`config.mk`:
```
export PLATFORM = sky130hd
export DESIGN_NAME = mrx_deser
export DESIGN_NICKNAME = d
export VERILOG_FILES = /design/src/rtl/mrx_pkg.sv /design/src/rtl/mrx_framer.sv /design/src/rtl/mrx_hold.sv /design/src/rtl/mrx_deser.sv
export SDC_FILE = /design/constraint.sdc
export NUM_CORES = 1
export LEC_CHECK = 0
export CAP_MARGIN = 5
export CORE_ASPECT_RATIO = 1.25
export CORE_MARGIN = 5
export CORE_UTILIZATION = 31
export DETAILED_ROUTE_END_ITERATION = 8
export DONT_BUFFER_PORTS = 1
export PLACE_DENSITY = 0.48
export SYNTH_ARGS = -nofsm -noshare
export SYNTH_HDL_FRONTEND = slang
export SYNTH_HIERARCHICAL = 1
export SYNTH_SLANG_ARGS = --single-unit
```
`constraint.sdc`:
```
create_clock -name clk -period 2.5 [get_ports clk]
set_input_delay 0.75 -clock clk [delete_from_list [all_inputs] [get_ports clk]]
set_output_delay 0.75 -clock clk [all_outputs]
set_load 0.005 [all_outputs]
```
`src/rtl/mrx_pkg.sv`:
```
package mrx_pkg;
  localparam int MODE_LEN8   = 0;
  localparam int MODE_EVEN   = 1;
  localparam int MODE_PAREN  = 2;
  localparam int MODE_ASYNC  = 5;
  localparam int FLG_RDY     = 3;
  localparam int FLG_OVF     = 4;
  localparam int FLG_FERR    = 6;
  localparam int FLG_PERR    = 7;
  localparam int FLG_W       = 8;

  typedef enum logic [2:0] {
    ST_IDLE,
    ST_DATA,
    ST_PAR,
    ST_STOP,
    ST_HUNT
  } rx_st_t;
endpackage

```
`src/rtl/mrx_framer.sv`:
```
module mrx_framer
  import mrx_pkg::*;
#(
  parameter int DW = 8
) (
  input  logic          clk,
  input  logic          rst_n,
  input  logic          bit_stb,
  input  logic          bit_in,
  input  logic          async_mode,
  input  logic          len8,
  input  logic          par_en,
  input  logic          par_even,
  output logic          ld,
  output logic [DW-1:0] ld_byte,
  output logic          ld_perr,
  output logic          ld_ferr
);
  localparam int CW = $clog2(DW + 1);
  localparam logic [CW-1:0] LAST_FULL  = CW'(DW - 1);
  localparam logic [CW-1:0] LAST_SHORT = CW'(DW - 2);

  rx_st_t        st_q, st_n;
  logic [DW-1:0] sh_q, sh_n, sh_in;
  logic [CW-1:0] cnt_q, cnt_n, last_idx;
  logic          par_q, par_n;

  assign sh_in    = {bit_in, sh_q[DW-1:1]};
  assign last_idx = len8 ? LAST_FULL : LAST_SHORT;

  always_comb begin
    st_n    = st_q;
    sh_n    = sh_q;
    cnt_n   = cnt_q;
    par_n   = par_q;
    ld      = 1'b0;
    ld_byte = sh_q;
    ld_perr = 1'b0;
    ld_ferr = 1'b0;
    if (bit_stb) begin
      if (!async_mode) begin
        st_n = ST_IDLE;
        sh_n = sh_in;
        if (cnt_q == LAST_FULL) begin
          ld      = 1'b1;
          ld_byte = sh_in;
          cnt_n   = '0;
        end else begin
          cnt_n = cnt_q + 1'b1;
        end
      end else begin
        unique case (st_q)
          ST_IDLE: begin
            if (!bit_in) begin
              st_n  = ST_DATA;
              cnt_n = '0;
              par_n = 1'b0;
            end
          end
          ST_DATA: begin
            sh_n  = sh_in;
            par_n = par_q ^ bit_in;
            if (cnt_q == last_idx) begin
              cnt_n = '0;
              st_n  = par_en ? ST_PAR : ST_STOP;
            end else begin
              cnt_n = cnt_q + 1'b1;
            end
          end
          ST_PAR: begin
            par_n = par_q ^ bit_in;
            st_n  = ST_STOP;
          end
          ST_STOP: begin
            ld      = 1'b1;
            ld_byte = len8 ? sh_q : {1'b0, sh_q[DW-1:1]};
            ld_perr = par_en & ~(par_q ^ par_even);
            ld_ferr = ~bit_in;
            st_n    = bit_in ? ST_IDLE : ST_HUNT;
          end
          ST_HUNT: begin
            if (bit_in) st_n = ST_IDLE;
          end
          default: st_n = ST_IDLE;
        endcase
      end
    end
  end

  always_ff @(posedge clk or negedge rst_n) begin
    if (!rst_n) begin
      st_q  <= ST_IDLE;
      sh_q  <= '0;
      cnt_q <= '0;
      par_q <= 1'b0;
    end else if (bit_stb) begin
      st_q  <= st_n;
      sh_q  <= sh_n;
      cnt_q <= cnt_n;
      par_q <= par_n;
    end
  end
endmodule

```
`src/rtl/mrx_hold.sv`:
```
module mrx_hold #(
  parameter int DW = 8
) (
  input  logic          clk,
  input  logic          rst_n,
  input  logic          ld,
  input  logic [DW-1:0] ld_byte,
  input  logic          ld_perr,
  input  logic          ld_ferr,
  input  logic          data_rd,
  input  logic          flags_rd,
  output logic [DW-1:0] rx_data,
  output logic          rdy,
  output logic          ovf,
  output logic          perr,
  output logic          ferr
);
  logic rdy_n, ovf_n, perr_n, ferr_n;
  logic set_ovf;

  assign set_ovf = ld & rdy & ~data_rd;

  always_comb begin
    rdy_n  = ld ? 1'b1 : (data_rd ? 1'b0 : rdy);
    ovf_n  = set_ovf ? 1'b1 : (flags_rd ? 1'b0 : ovf);
    perr_n = (ld & ld_perr) ? 1'b1 : (flags_rd ? 1'b0 : perr);
    ferr_n = (ld & ld_ferr) ? 1'b1 : (flags_rd ? 1'b0 : ferr);
  end

  always_ff @(posedge clk or negedge rst_n) begin
    if (!rst_n) begin
      rx_data <= '0;
    end else if (ld) begin
      rx_data <= ld_byte;
    end
  end

  always_ff @(posedge clk or negedge rst_n) begin
    if (!rst_n) begin
      rdy  <= 1'b0;
      ovf  <= 1'b0;
      perr <= 1'b0;
      ferr <= 1'b0;
    end else begin
      rdy  <= rdy_n;
      ovf  <= ovf_n;
      perr <= perr_n;
      ferr <= ferr_n;
    end
  end
endmodule

```
`src/rtl/mrx_deser.sv`:
```
module mrx_deser
  import mrx_pkg::*;
#(
  parameter int DW = 8
) (
  input  logic             clk,
  input  logic             rst_n,
  input  logic             bit_stb,
  input  logic             bit_in,
  input  logic [7:0]       mode_reg,
  input  logic             data_rd,
  input  logic             flags_rd,
  output logic [DW-1:0]    rx_data,
  output logic [FLG_W-1:0] flags
);
  logic          ld_w;
  logic [DW-1:0] ld_byte_w;
  logic          ld_perr_w, ld_ferr_w;
  logic          rdy_w, ovf_w, perr_w, ferr_w;

  mrx_framer #(.DW(DW)) framer_i (
    .clk        (clk),
    .rst_n      (rst_n),
    .bit_stb    (bit_stb),
    .bit_in     (bit_in),
    .async_mode (mode_reg[MODE_ASYNC]),
    .len8       (mode_reg[MODE_LEN8]),
    .par_en     (mode_reg[MODE_PAREN]),
    .par_even   (mode_reg[MODE_EVEN]),
    .ld         (ld_w),
    .ld_byte    (ld_byte_w),
    .ld_perr    (ld_perr_w),
    .ld_ferr    (ld_ferr_w)
  );

  mrx_hold #(.DW(DW)) hold_i (
    .clk      (clk),
    .rst_n    (rst_n),
    .ld       (ld_w),
    .ld_byte  (ld_byte_w),
    .ld_perr  (ld_perr_w),
    .ld_ferr  (ld_ferr_w),
    .data_rd  (data_rd),
    .flags_rd (flags_rd),
    .rx_data  (rx_data),
    .rdy      (rdy_w),
    .ovf      (ovf_w),
    .perr     (perr_w),
    .ferr     (ferr_w)
  );

  always_comb begin
    flags           = '0;
    flags[FLG_RDY]  = rdy_w;
    flags[FLG_OVF]  = ovf_w;
    flags[FLG_FERR] = ferr_w;
    flags[FLG_PERR] = perr_w;
  end
endmodule

```
* Yosys cells after proc, flatten, opt, wreduce, memory -nomap -nowiden *
Index checks and enable logic that the tools add are counted.
W data, S select, Z words.

cells by class
  add/sub/neg operators = 1
  eq/ne operators = 12
  reductions and logical operators = 11
  bitwise gates (word level) = 10
  muxes and demuxes = 38
  shift operators = 0
  $mul = 0
  $lt $le $gt $ge = 0
  div/mod/pow operators = 0

operators by type and width
  cell                   count
  $mux W8                7
  $mux W1                19
  $mux W4                4
  $mux W3                5
  $pmux W3 S5            1
  $reduce_bool A2 Y1     5
  $pmux W4 S2            1
  $reduce_and A4 Y1      2
  $eq A3 B2 Y1 const B   2
  $ne A3 B3 Y1 const B   2
  $and A1 B1 Y1          5
  $add A4 B1 Y4 const B  1
  $eq A4 B3 Y1 const B   1
  $eq A4 B4 Y1           1
  $eq A3 B1 Y1 const B   1
  $eq A3 B3 Y1 const B   1
  $logic_not A3 Y1       1
  $ne A3 B1 Y1 const B   1
  $ne A3 B2 Y1 const B   1
  $not A1 Y1             3
  $reduce_and A3 Y1      1
  $ne A2 B1 Y1 const B   1
  $ne A2 B2 Y1 const B   1
  $pmux W1 S2            1
  other kinds (3)        4

storage, ports and cells
  memories kept = 0
  input port bits = 14
  bits in read-only memories = 0
  bits in latches = 0
  memory bits (writable) = 0
  flip-flop bits (word level) = 28
  output and inout bits = 16
  logic and storage cells = 81

* Longest topological paths before layout *
Gate-level depths: netlist (run 1).

  depth in word-level cells = 8
  depth in mapped cells = 7
  gate-level depth less buffers = 6

* By module *
Netlist (run 1), hierarchy kept.

modules (own cells, without submodules)
  module      instances  area each (um^2)  sequential area each (um^2)  cells each
  mrx_framer  1          1047.3            400.4                        106
  mrx_hold    1          470.5             300.3                        27
  mrx_deser   1          63.8              0.0                          9

* Worst setup path before layout (run 1) *
No wires, ideal clock.

  path kind = input to register
  from = input bit_stb
  to = register hold_i.rx_data[0]
  required time = 2.375 ns
  library setup time = 0.125 ns
  buffers on the path = 3
  cell stages on the path = 6
  slack = 0.437 ns
  arrival time = 1.937 ns
  path through = buf_2 > buf_1 > inv_1 > nor2_1 > buf_6 > mux2_4

between the ends
  word-level cells in the longest chain between the ends = 1
  elaborated cells on any way between the ends = 2
  those cells by class = mux: 2

ends and longest elaborated chain
  element               RTL line          source
  from (decl)           mrx_deser.sv:8    input logic bit_stb,
  $mux W1               mrx_framer.sv:40  if (bit_stb) begin
  net ld_w              mrx_deser.sv:16   logic ld_w;
  to (signal assigned)  mrx_hold.sv:34    rx_data <= ld_byte;
  to (decl)             mrx_hold.sv:12    output logic [DW-1:0] rx_data,

The timed path passes the listed nets, and every way through them passes these cells.
A chain may end at the register's enable or synchronous reset.

* Worst setup path after layout (run 1) *
  from = register framer_i.cnt_q[0]
  to = register hold_i.rx_data[6]

between the ends
  word-level cells in the longest chain between the ends = 4
  elaborated cells on any way between the ends = 7
  those cells by class = eq/ne: 1; mux: 6

ends and longest elaborated chain
  element                 RTL line          source
  from (decl)             mrx_framer.sv:25  logic [CW-1:0] cnt_q, cnt_n, last_idx;
  from (signal assigned)  mrx_framer.sv:99  cnt_q <= cnt_n;
  $eq A4 B3 Y1            mrx_framer.sv:44  if (cnt_q == LAST_FULL) begin
  $mux W8                 mrx_framer.sv:44
  $mux W8                 mrx_framer.sv:41  if (!async_mode) begin
  $mux W8                 mrx_framer.sv:40
  net ld_byte_w[6]        mrx_deser.sv:17   logic [DW-1:0] ld_byte_w;

The timed path passes the listed nets, and every way through them passes these cells.

==> results of run 1 <==
-- logic make-up after synthesis --
| logic type | Yosys count |
|---|---|
| AND/OR/NAND/NOR | 33 |
| AO/OA/AOI/OAI | 32 |
| flip-flops | 28 |
| multiplexers | 23 |
| buffers and inverters | 22 |
| XOR/XNOR | 2 |
| adder cells (fa/ha/maj) | 1 |
| other | 1 |
-- cell type report --
class / instances / share of cell area
clock inverter: 1 / 0.0182
inverter: 8 / 0.0182
multi-input combinational: 95 / 0.464
clock buffer: 3 / 0.0250
timing repair buffer: 1 / 0.00454
tap: 62 / 0.0469
sequential: 28 / 0.424
-- worst max-delay path: stages (launching register included) --
cell     delay, ns
dfrtp_1       0.43
ha_1          0.24
and3b_1       0.20
and2_4        0.18
o21ai_4       0.29
mux2_2        0.38
mux2_2        0.26
-- sequential cells by signal, indices dropped and copies added (netlist names) --
signal / count
framer_i/cnt_q: 4
hold_i/perr: 1
hold_i/ferr: 1
hold_i/ovf: 1
framer_i/par_q: 1
framer_i/st_q: 3
hold_i/rx_data: 8
framer_i/sh_q: 8
hold_i/rdy: 1
-- path summary, 6_finish.rpt --
check	endpoint	slack (ns)	depth (start not counted)
max in group asynchronous	hold_i/ovf$_DFFE_PN0P_	2.26	0
min	framer_i/cnt_q[3]$_DFFE_PN0P_	0.16	0
max	hold_i/rx_data[6]$_DFFE_PN0P_	0.40	6
max reg2reg	hold_i/rx_data[6]$_DFFE_PN0P_	0.40	6
min in group clk	framer_i/sh_q[0]$_DFFE_PN0P_	0.52	1
min reg2reg	framer_i/sh_q[0]$_DFFE_PN0P_	0.52	1
-- routing by layer --
layer  track usage  vias to the layer above  share of wire
met1         0.127                      493           0.43
met4        0.0181                        0              0
met2         0.155                       23           0.51
met5             0                        -              0
met3        0.0257                        0          0.062
li1              -                      490              -
-- power by group --
| group | leakage (nW) | switching [mW] | internal (mW) |
|---|---|---|---|
| registers | 0.363 | 0.157 | 0.604 |
| logic | 0.320 | 0.140 | 0.237 |
| clock network | 0.0357 | 0.136 | 0.214 |
-- through the flow --
| stage | setup WS [ns] | area [µm²] | total power [mW] | utilization | hold WS (ns) |
|---|---|---|---|---|---|
| after floorplan | 0.437 | 1590 | 1.07 | - | 0.454 |
| after global placement | 0.433 | 1580 | 1.13 | 0.316 | 0.456 |
| after detailed placement | 0.413 | 1580 | 1.15 | 0.316 | 0.455 |
| after CTS | 0.391 | 1650 | 1.51 | 0.330 | 0.147 |
| after global routing | 0.323 | 1650 | 1.59 | 0.330 | 0.127 |
| final | 0.404 | 1650 | 1.49 | 0.330 | 0.160 |
-- placed cells by master (no fill, tap or decap), types with 4 or more instances in the layout --
master,count
a21oi_1,5
conb_1,4
dfrtp_1,28
inv_1,8
mux2_2,17
mux2_4,6
nand2_1,4
nor2_1,8
o21ai_0,6
==> metrics.md, run 1 <==
| Metric | Value |
|---|---|
| Sequential Area | 701 µm² |
| Maximum number of buffers from clock root to sink | 2 |
| Number of antenna violations at the first check in global routing | 0 |
| Compound-Gate Fraction of Synth Area | 0.156 |
| Antenna cells | 0 |
| Cell taking the most area after synthesis | dfrtp_1 |
| Post-DR vias/cell | 5.08 |
| Critical Path Sink Type | flip-flop |
| Setup repair after global routing missed its margin | no |
| Most area-consuming cells after synthesis | dfrtp_1, mux2_2, mux2_4 |
| Nets@finish | 152 |
| Basic-gate share of the synthesized area counting and, or, nand and nor cells | 0.123 |
| Clock tree from TritonCTS | done |
| Dominant combinational cell family by area after synthesis | multiplexers |
| Number of vias in the routed layout | 1006 |
| Ratio of final minimum period to clock period | 0.838 |
| Cell with the most instances after synthesis | dfrtp_1 |
| Worst voltage drop across the vdd grid | 0.375 mV |
| Synthesized flop and latch total | 28 |
| Nature of the critical path startpoint | flip-flop |
| Y dimension of the die | 89.9 µm |
| Number of input and output port buffers inserted | 0 |
| Launch point of the critical path | framer_i/cnt_q[0]$_DFFE_PN0P_ |
| Site Rows | 29 |
| Min cycle time layout | 2.10 ns |
| Number of antenna-violating nets in the routed design | 0 |
| Final wirelength | 3110 µm |
| Mean routed wirelength per cell | 15.7 µm |
| Number of max-cap violations | 0 |
| Critical register-to-register path startpoint | framer_i/cnt_q[0]$_DFFE_PN0P_ |
| Portion of the post-synthesis area used by sequential elements | 0.443 |
| Unique cell type count in the Yosys netlist | 46 |
| Main synth FF type | dfrtp_1 |
| Clock edge transition at the registers on the reported setup and hold paths | 0.09 ns |
| Mean instance size in the synthesized netlist | 11.1 µm² |
| Adder-cell share of the synthesized area | 0.00791 |
| Arrival time reported for the critical path endpoint | 2.26 ns |
| Source-to-sink clock delay at the later pin of the worst-skew pair | 0.27 ns |
| Post-route insts no fill | 198 |
| Initial Util | 0.316 |
| Async set-or-reset flop fraction in the synthesized netlist | 1.00 |
| Setup Buffers After CTS | 0 |
| Synthesized instance count | 142 |
| Core region area | 5010 µm² |
| Number of cells in the design after placement | 194 |
| Number of clock sinks | 28 |
| Leak | 0.718 nW |
| Path type of the worst min-delay path | input pin to asynchronous set/reset pin |
| Number of global-route vias before repair | 1052 |
| Total count of hold-check failures in the final report | 0 |
| Area taken by multi-input logic gates | 767 µm² |
| GP Congestion | 0.797 |
| Run status | finished clean |
| Clock buffers created by TritonCTS | 3 |
| Number of failing setup endpoints in the final timing report | 0 |
| Global route total overflow | 0 |
| CTS-repair resized insts | 0 |
| Drt first pass iters | 4 |
| HPWL after detailed placement | 2230 µm |
| Max Clock Skew | 0.00472 ns |
| Pin count of the biggest net entering global routing | 29 |
| Post-synthesis cell area | 1580 µm² |
| Maximum clock frequency | 0.477 GHz |
| Mux contribution to synthesized area | 0.178 |
| Area of the die | 6640 µm² |
| Number of remaining DRC errors | 0 |
| Power density of the placed cells | 899 nW/µm² |
| WP data required | 2.66 ns |
| Global-route wire length before repair | 5180 µm |
| Share of the synthesized netlist area taken by xor and xnor gates | 0.0111 |
| Count of pins over their slew limit | 0 |
| Hold buffer count at CTS | 0 |
| Number of flops mapped to enable cells by yosys | 0 |
| Yosys warnings | 6 |
| Starting DRC count in detailed routing | 74 |
| Overall die width | 73.9 µm |
| Critical-path maximum fanout | 8 |
| Sum of negative setup slack | 0 ns |
| All-Layer GR Usage | 0.0955 |
| Share of post-route cells with drive strength above 1 | 0.287 |
| Clock root buffer | clkbuf_8 |
| Critical path class | flip-flop to flip-flop |
| Synth cell count leaders | dfrtp_1, mux2_2, buf_4, inv_1, nor2_1 |
| H-tree Lvls | 1 |
| Count of boundary I/O pins | 30 |
| Filler cells | 514 |
| Proportion of netlist area held by the largest area contributor | 0.443 |
| Area growth syn-to-layout | 4.59% |
Note: power is estimated with default switching activity, not from simulation.
==> inputs of run 2 (changes only) <==
- PLACE_DENSITY: 0.48 -> 0.49
- clock period: 2.5 -> 1.7 ns (I/O delays scaled with it)
==> metrics.md, run 2 (synthesized netlist as in run 1, its figures left out) <==
| Metric | Value |
|---|---|
| Final Cell Area | 1930 µm² (was 1650 µm²) |
| Setup repair after global routing missed its margin | yes (was no) |
| Critical path class | flip-flop to flip-flop (unchanged) |
| Nature of the critical path startpoint | flip-flop (unchanged) |
| Crit-path max cell delay | 0.40 ns (was 0.43 ns) |
| Number of antenna-violating nets in the routed design | 0 (unchanged) |
| Critical Path Sink Type | flip-flop (unchanged) |
| Global route total overflow | 0 (unchanged) |
| Share of post-route cells with drive strength above 1 | 0.427 (was 0.287) |
| Number of antenna violations at the first check in global routing | 0 (unchanged) |
| Worst voltage drop across the vdd grid | 0.431 mV (was 0.375 mV) |
| Maximum clock frequency | 0.526 GHz (was 0.477 GHz) |
| H-tree Lvls | 1 (unchanged) |
| Run status | complete, but fails checks (was finished clean) |
| PnR Total Power | 2.44 mW (was 1.49 mW) |
| Global-route wire length before repair | 5380 µm (was 5180 µm) |
| Arrival time reported for the critical path endpoint | 2.07 ns (was 2.26 ns) |
| Leak | 0.884 nW (was 0.718 nW) |
| Sum of negative setup slack | -1.65 ns (was 0 ns) |
| Number of clock sinks | 28 (unchanged) |
| Total count of hold-check failures in the final report | 0 (unchanged) |
| Critical path's slowest cell | dfrtp_1 (unchanged) |
| Drt first pass iters | 4 (unchanged) |
| Critical-path maximum fanout | 8 (unchanged) |
| Number of global-route vias before repair | 1139 (was 1052) |
| Most common cell after layout, fill and taps aside | dfrtp_1 (unchanged) |
| Core region area | 5010 µm² (unchanged) |
| Commonest cells after routing, fill and taps aside | dfrtp_1, buf_4, mux2_4 (was dfrtp_1, mux2_2, inv_1, nor2_1) |
| Initial Util | 0.316 (unchanged) |
| Fin worst setup slack | -0.200 ns (was 0.404 ns) |
| Starting DRC count in detailed routing | 47 (was 74) |
| Path type of the worst min-delay path | input pin to asynchronous set/reset pin (unchanged) |
| Worst setup slack after placement | -0.163 ns (was 0.413 ns) |
| Max Clock Skew | 0.0112 ns (was 0.00472 ns) |
| Top Registers | framer_i/sh_q (8), hold_i/rx_data (8), framer_i/cnt_q (4) (unchanged) |
| Mean routed wirelength per cell | 15.1 µm (was 15.7 µm) |
| Min cycle time layout | 1.90 ns (was 2.10 ns) |
| WP data required | 1.87 ns (was 2.66 ns) |
| Number of max-cap violations | 0 (unchanged) |
| GP Congestion | 0.728 (was 0.797) |
| HPWL after detailed placement | 2300 µm (was 2230 µm) |
| Clock root buffer | clkbuf_8 (unchanged) |
| Post-DR vias/cell | 5.05 (was 5.08) |
| Count of boundary I/O pins | 30 (unchanged) |
| Clock buffers created by TritonCTS | 3 (unchanged) |
| Final wirelength | 3320 µm (was 3110 µm) |
| Number of vias in the routed layout | 1106 (was 1006) |
| Area of the die | 6640 µm² (unchanged) |
| Maximum number of buffers from clock root to sink | 2 (unchanged) |
| Area growth syn-to-layout | 22.2% (was 4.59%) |
| Count of pins over their slew limit | 0 (unchanged) |
| Worst Path Buf+Inv | 1 (was 0) |
| Dominant delay contributor by cell family on the critical path | multiplexers (unchanged) |
| Ratio of final minimum period to clock period | 1.12 (was 0.838) |
| Failing checks | negative setup slack |
| Max-slew headroom | 0.652 |
| Antenna cells | 0 (unchanged) |
| Clock tree from TritonCTS | done (unchanged) |
| Nets@finish | 173 (was 152) |
| Source-to-sink clock delay at the later pin of the worst-skew pair | 0.28 ns (was 0.27 ns) |
| Power density of the placed cells | 1260 nW/µm² (was 899 nW/µm²) |
| Clock edge transition at the registers on the reported setup and hold paths | 0.11 ns (was 0.09 ns) |
| Cell area reported after detailed placement | 1760 µm² (was 1580 µm²) |
| Overall die width | 73.9 µm (unchanged) |
| Pin count of the biggest net entering global routing | 29 (unchanged) |
| All-Layer GR Usage | 0.102 (was 0.0955) |
| Most repeated library cell on the critical path | mux2_4 (was mux2_2) |
| Number of input and output port buffers inserted | 0 (unchanged) |
| Pin slew with the least headroom to its limit | 0.519 ns |
| Y dimension of the die | 89.9 µm (unchanged) |
| Site Rows | 29 (unchanged) |
| Cell chain of the critical path | ha_2, and3b_1, and2_4, o21ai_4, buf_12, mux2_4, mux2_4 (was ha_1, and3b_1, and2_4, o21ai_4, mux2_2, mux2_2) |
| Number of failing setup endpoints in the final timing report | 10 (was 0) |
| Number of remaining DRC errors | 0 (unchanged) |
| Tightest hold margin | 0.0276 ns (was 0.160 ns) |
## run 2: where the power goes
group / total (mW) / switching, mW / leakage [nW] / internal [mW]
Sequential: 1.06 / 0.174 / 0.363 / 0.888
Clock: 0.538 / 0.223 / 0.0357 / 0.316
Combinational: 0.836 / 0.303 / 0.485 / 0.532
## run 2: final cells by class
type | count | area (µm²)
timing repair buffer | 22 | 215
tap | 62 | 77.6
sequential | 28 | 701
inverter | 8 | 30.0
clock buffer | 3 | 41.3
clock inverter | 1 | 30.0
multi-input combinational | 95 | 838
fill | 500 | 3070
## run 2: final timing paths
path / from / endpoint / slack (ns) / cells past startpoint
worst min-delay path: rst_n / framer_i/st_q[0]$_DFFE_PN0P_ / 0.03 / 1
worst max-delay path: framer_i/cnt_q[0]$_DFFE_PN0P_ / hold_i/rx_data[6]$_DFFE_PN0P_ / -0.20 / 7
min in group clk: bit_stb / framer_i/cnt_q[1]$_DFFE_PN0P_ / 0.36 / 2
worst min register to register: framer_i/sh_q[0]$_DFFE_PN0P_ / framer_i/sh_q[0]$_DFFE_PN0P_ / 0.52 / 1
worst max register to register: framer_i/cnt_q[0]$_DFFE_PN0P_ / hold_i/rx_data[6]$_DFFE_PN0P_ / -0.20 / 7
max in group asynchronous: rst_n / hold_i/rx_data[6]$_DFFE_PN0P_ / 1.50 / 1
## run 2: metal layers
metal | GRT usage | up-vias | wire length, µm
met5 | 0 | - | 0
met4 | 0.0363 | 0 | 44
met3 | 0.0190 | 4 | 170
met2 | 0.164 | 25 | 1660
met1 | 0.133 | 542 | 1440
li1 | - | 535 | -
## run 2: repair_timing
item	in CTS	in global routing
buffers inserted	3	8
resized for setup	3	6
setup endpoints to repair	8	13
endpoints found under the hold margin	28	0
pin swaps	1	7
hold buffers	1	0
## run 2: per-stage QoR
stage | std cells | util
after floorplan | 145 | -
after global placement | 208 | 0.352
after detailed placement | 208 | 0.352
after CTS | 215 | 0.373
after global routing | 219 | 0.386
final | 219 | 0.386
==> inputs of run 3 (changes only) <==
- ABC_AREA: unset -> 0
- REMOVE_ABC_BUFFERS: unset -> 1
- SLEW_MARGIN: unset -> 20
==> metrics.md, run 3 (synthesized netlist as in run 1, its figures left out) <==
| Metric | Value |
|---|---|
| Clock root buffer | clkbuf_8 (unchanged) |
| Critical path class | flip-flop to flip-flop (unchanged) |
| Path type of the worst min-delay path | input pin to asynchronous set/reset pin (unchanged) |
| Initial Util | 0.316 (unchanged) |
| Count of pins over their slew limit | 0 (unchanged) |
| Overall die width | 73.9 µm (unchanged) |
| Maximum number of buffers from clock root to sink | 2 (unchanged) |
| Site Rows | 29 (unchanged) |
| Number of vias in the routed layout | 1147 (was 1106) |
| Clock buffers created by TritonCTS | 3 (unchanged) |
| Number of failing setup endpoints in the final timing report | 8 (was 10) |
| Maximum clock frequency | 0.532 GHz (was 0.526 GHz) |
| Clock tree from TritonCTS | done (unchanged) |
| Setup repair after global routing missed its margin | yes (unchanged) |
| Power density of the placed cells | 1310 nW/µm² (was 1260 nW/µm²) |
| Most common cell after layout, fill and taps aside | dfrtp_1 (unchanged) |
| Max Clock Skew | 0.00397 ns (was 0.0112 ns) |
| Area growth syn-to-layout | 18.9% (was 22.2%) |
| Number of input and output port buffers inserted | 0 (unchanged) |
| PnR Total Power | 2.46 mW (was 2.44 mW) |
| Number of max-cap violations | 0 (unchanged) |
| Drt first pass iters | 4 (unchanged) |
| Cell chain of the critical path | ha_2, and3b_1, and2_4, o21ai_4, buf_12, mux2_4, mux2_2 (was ha_2, and3b_1, and2_4, o21ai_4, buf_12, mux2_4, mux2_4) |
| WP data required | 1.87 ns (about the same) |
| Clock edge transition at the registers on the reported setup and hold paths | 0.10 ns (was 0.11 ns) |
| Ratio of final minimum period to clock period | 1.11 (was 1.12) |
| Area taken by multi-input logic gates | 815 µm² (was 838 µm²) |
| Number of remaining DRC errors | 0 (unchanged) |
| Global route total overflow | 0 (unchanged) |
| Starting DRC count in detailed routing | 29 (was 47) |
| Leak | 0.867 nW (was 0.884 nW) |
| Global-route wire length before repair | 5960 µm (was 5380 µm) |
| Run status | complete, but fails checks (unchanged) |
| Filler cells | 506 (was 500) |
| Number of antenna violations at the first check in global routing | 0 (unchanged) |
| Destination of the worst register-to-register timing path | hold_i/rx_data[6]$_DFFE_PN0P_ (unchanged) |
| Y dimension of the die | 89.9 µm (unchanged) |
| Core region area | 5010 µm² (unchanged) |
| Mean routed wirelength per cell | 16.3 µm (was 15.1 µm) |
| Final Cell Area | 1880 µm² (was 1930 µm²) |
| Number of global-route vias before repair | 1230 (was 1139) |
| Area of the die | 6640 µm² (unchanged) |
| Cell area reported after detailed placement | 1690 µm² (was 1760 µm²) |
| H-tree Lvls | 1 (unchanged) |
| Top Registers | framer_i/sh_q (8), hold_i/rx_data (8), framer_i/cnt_q (4) (unchanged) |
| Arrival time reported for the critical path endpoint | 2.05 ns (was 2.07 ns) |
| Critical path's slowest cell | dfrtp_1 (unchanged) |
| Nature of the critical path startpoint | flip-flop (unchanged) |
| Pin count of the biggest net entering global routing | 29 (unchanged) |
| Min cycle time layout | 1.88 ns (was 1.90 ns) |
| Final wirelength | 3560 µm (was 3320 µm) |
| Depth of the worst register-to-register path | 7 (unchanged) |
| Crit-path max cell delay | 0.40 ns (about the same) |
| Share of post-route cells with drive strength above 1 | 0.404 (was 0.427) |
| Antenna cells | 0 (unchanged) |
| Failing checks | negative setup slack (unchanged) |
| Critical-path maximum fanout | 8 (unchanged) |
| Fin worst setup slack | -0.179 ns (was -0.200 ns) |
| Count of boundary I/O pins | 30 (unchanged) |
| Nets@finish | 172 (was 173) |
| Sequential Area | 701 µm² (unchanged) |
| Number of antenna-violating nets in the routed design | 0 (unchanged) |
| Source-to-sink clock delay at the later pin of the worst-skew pair | 0.28 ns (about the same) |
| Critical register-to-register path startpoint | framer_i/cnt_q[1]$_DFFE_PN0P_ (was framer_i/cnt_q[0]$_DFFE_PN0P_) |
| Post-DR vias/cell | 5.26 (was 5.05) |
| Total count of hold-check failures in the final report | 0 (unchanged) |
| Worst setup slack after placement | -0.312 ns (was -0.163 ns) |
| Worst voltage drop across the vdd grid | 0.629 mV (was 0.431 mV) |
| Critical Path Sink Type | flip-flop (unchanged) |
| HPWL after detailed placement | 2480 µm (was 2300 µm) |
| Number of clock sinks | 28 (unchanged) |
| All-Layer GR Usage | 0.113 (was 0.102) |
| FF-to-FF setup slack | -0.18 ns (was -0.20 ns) |
| Commonest cells after routing, fill and taps aside | dfrtp_1, buf_4, mux2_4 (unchanged) |
| GP Congestion | 0.887 (was 0.728) |
| Fin util | 0.376 (was 0.386) |
run 3: changes by cell type in the layout (fill, tap and decap cells not counted), sizes merged:
| cell | previous run | this run |
|---|---|---|
| buf | 22 | 21 |
run 3: how the worst max path moves through the flow:
stage	from	endpoint	slack, ns
final	framer_i/cnt_q[1]$_DFFE_PN0P_	hold_i/rx_data[6]$_DFFE_PN0P_	-0.18
after global routing	framer_i/cnt_q[1]$_DFFE_PN0P_	hold_i/rx_data[6]$_DFFE_PN0P_	-0.24
after CTS	framer_i/cnt_q[1]$_DFFE_PN0P_	hold_i/rx_data[6]$_DFFE_PN0P_	-0.17
after detailed placement	framer_i/cnt_q[0]$_DFFE_PN0P_	hold_i/rx_data[6]$_DFFE_PN0P_	-0.31
after global placement	framer_i/cnt_q[0]$_DFFE_PN0P_	hold_i/rx_data[6]$_DFFE_PN0P_	-0.30
after floorplan	framer_i/cnt_q[0]$_DFFE_PN0P_	hold_i/rx_data[5]$_DFFE_PN0P_	-0.40
run 3: repair_timing:
item / CTS / global route
endpoints found under the hold margin: 28 / 0
hold buffers: 1 / 0
buffers inserted: 4 / 1
endpoints found under the setup margin: 8 / 13
pin swaps: 3 / 2
resized for setup: 10 / 3
run 3: worst max-delay path: cells and delay by family, from the launching register on:
family	cells	cell delay (ns)
muxes	2	0.56
DFF	1	0.40
and+or+nand+nor	2	0.33
adders and majority gates	1	0.19
buffers and inverters	1	0.15
AOI/OAI and AO/OA	1	0.13
run 3: final cells by class:
class	instances	share of cell area
inverters	8	0.0160
clock inverters	1	0.0160
well taps	62	0.0413
clock buffers	3	0.0220
repair buffers	21	0.0991
multi-input cells	95	0.433
flip-flops and latches	28	0.373
run 3: layer usage:
metal	track usage	vias to the layer above	wire length [µm]
met5	0	-	0
met4	0.0423	0	25
met3	0.0246	2	206
met2	0.192	35	1860
met1	0.135	582	1470
li1	-	528	-
run 3: report_power, final:
part	total [mW]	internal (mW)	switching (mW)
registers	1.07	0.888	0.180
clock network	0.532	0.315	0.217
logic	0.855	0.530	0.325
total	2.46	1.73	0.722
run 3: metrics by stage:
step	setup TNS, ns	hold WS, ns	cells
CTS	-1.26	0.0414	217
finish	-1.22	0.0379	218
detailed placement	-2.25	0.216	208
global placement	-2.19	0.216	208
floorplan	-3.56	0.214	131
global route	-1.71	0.0392	218
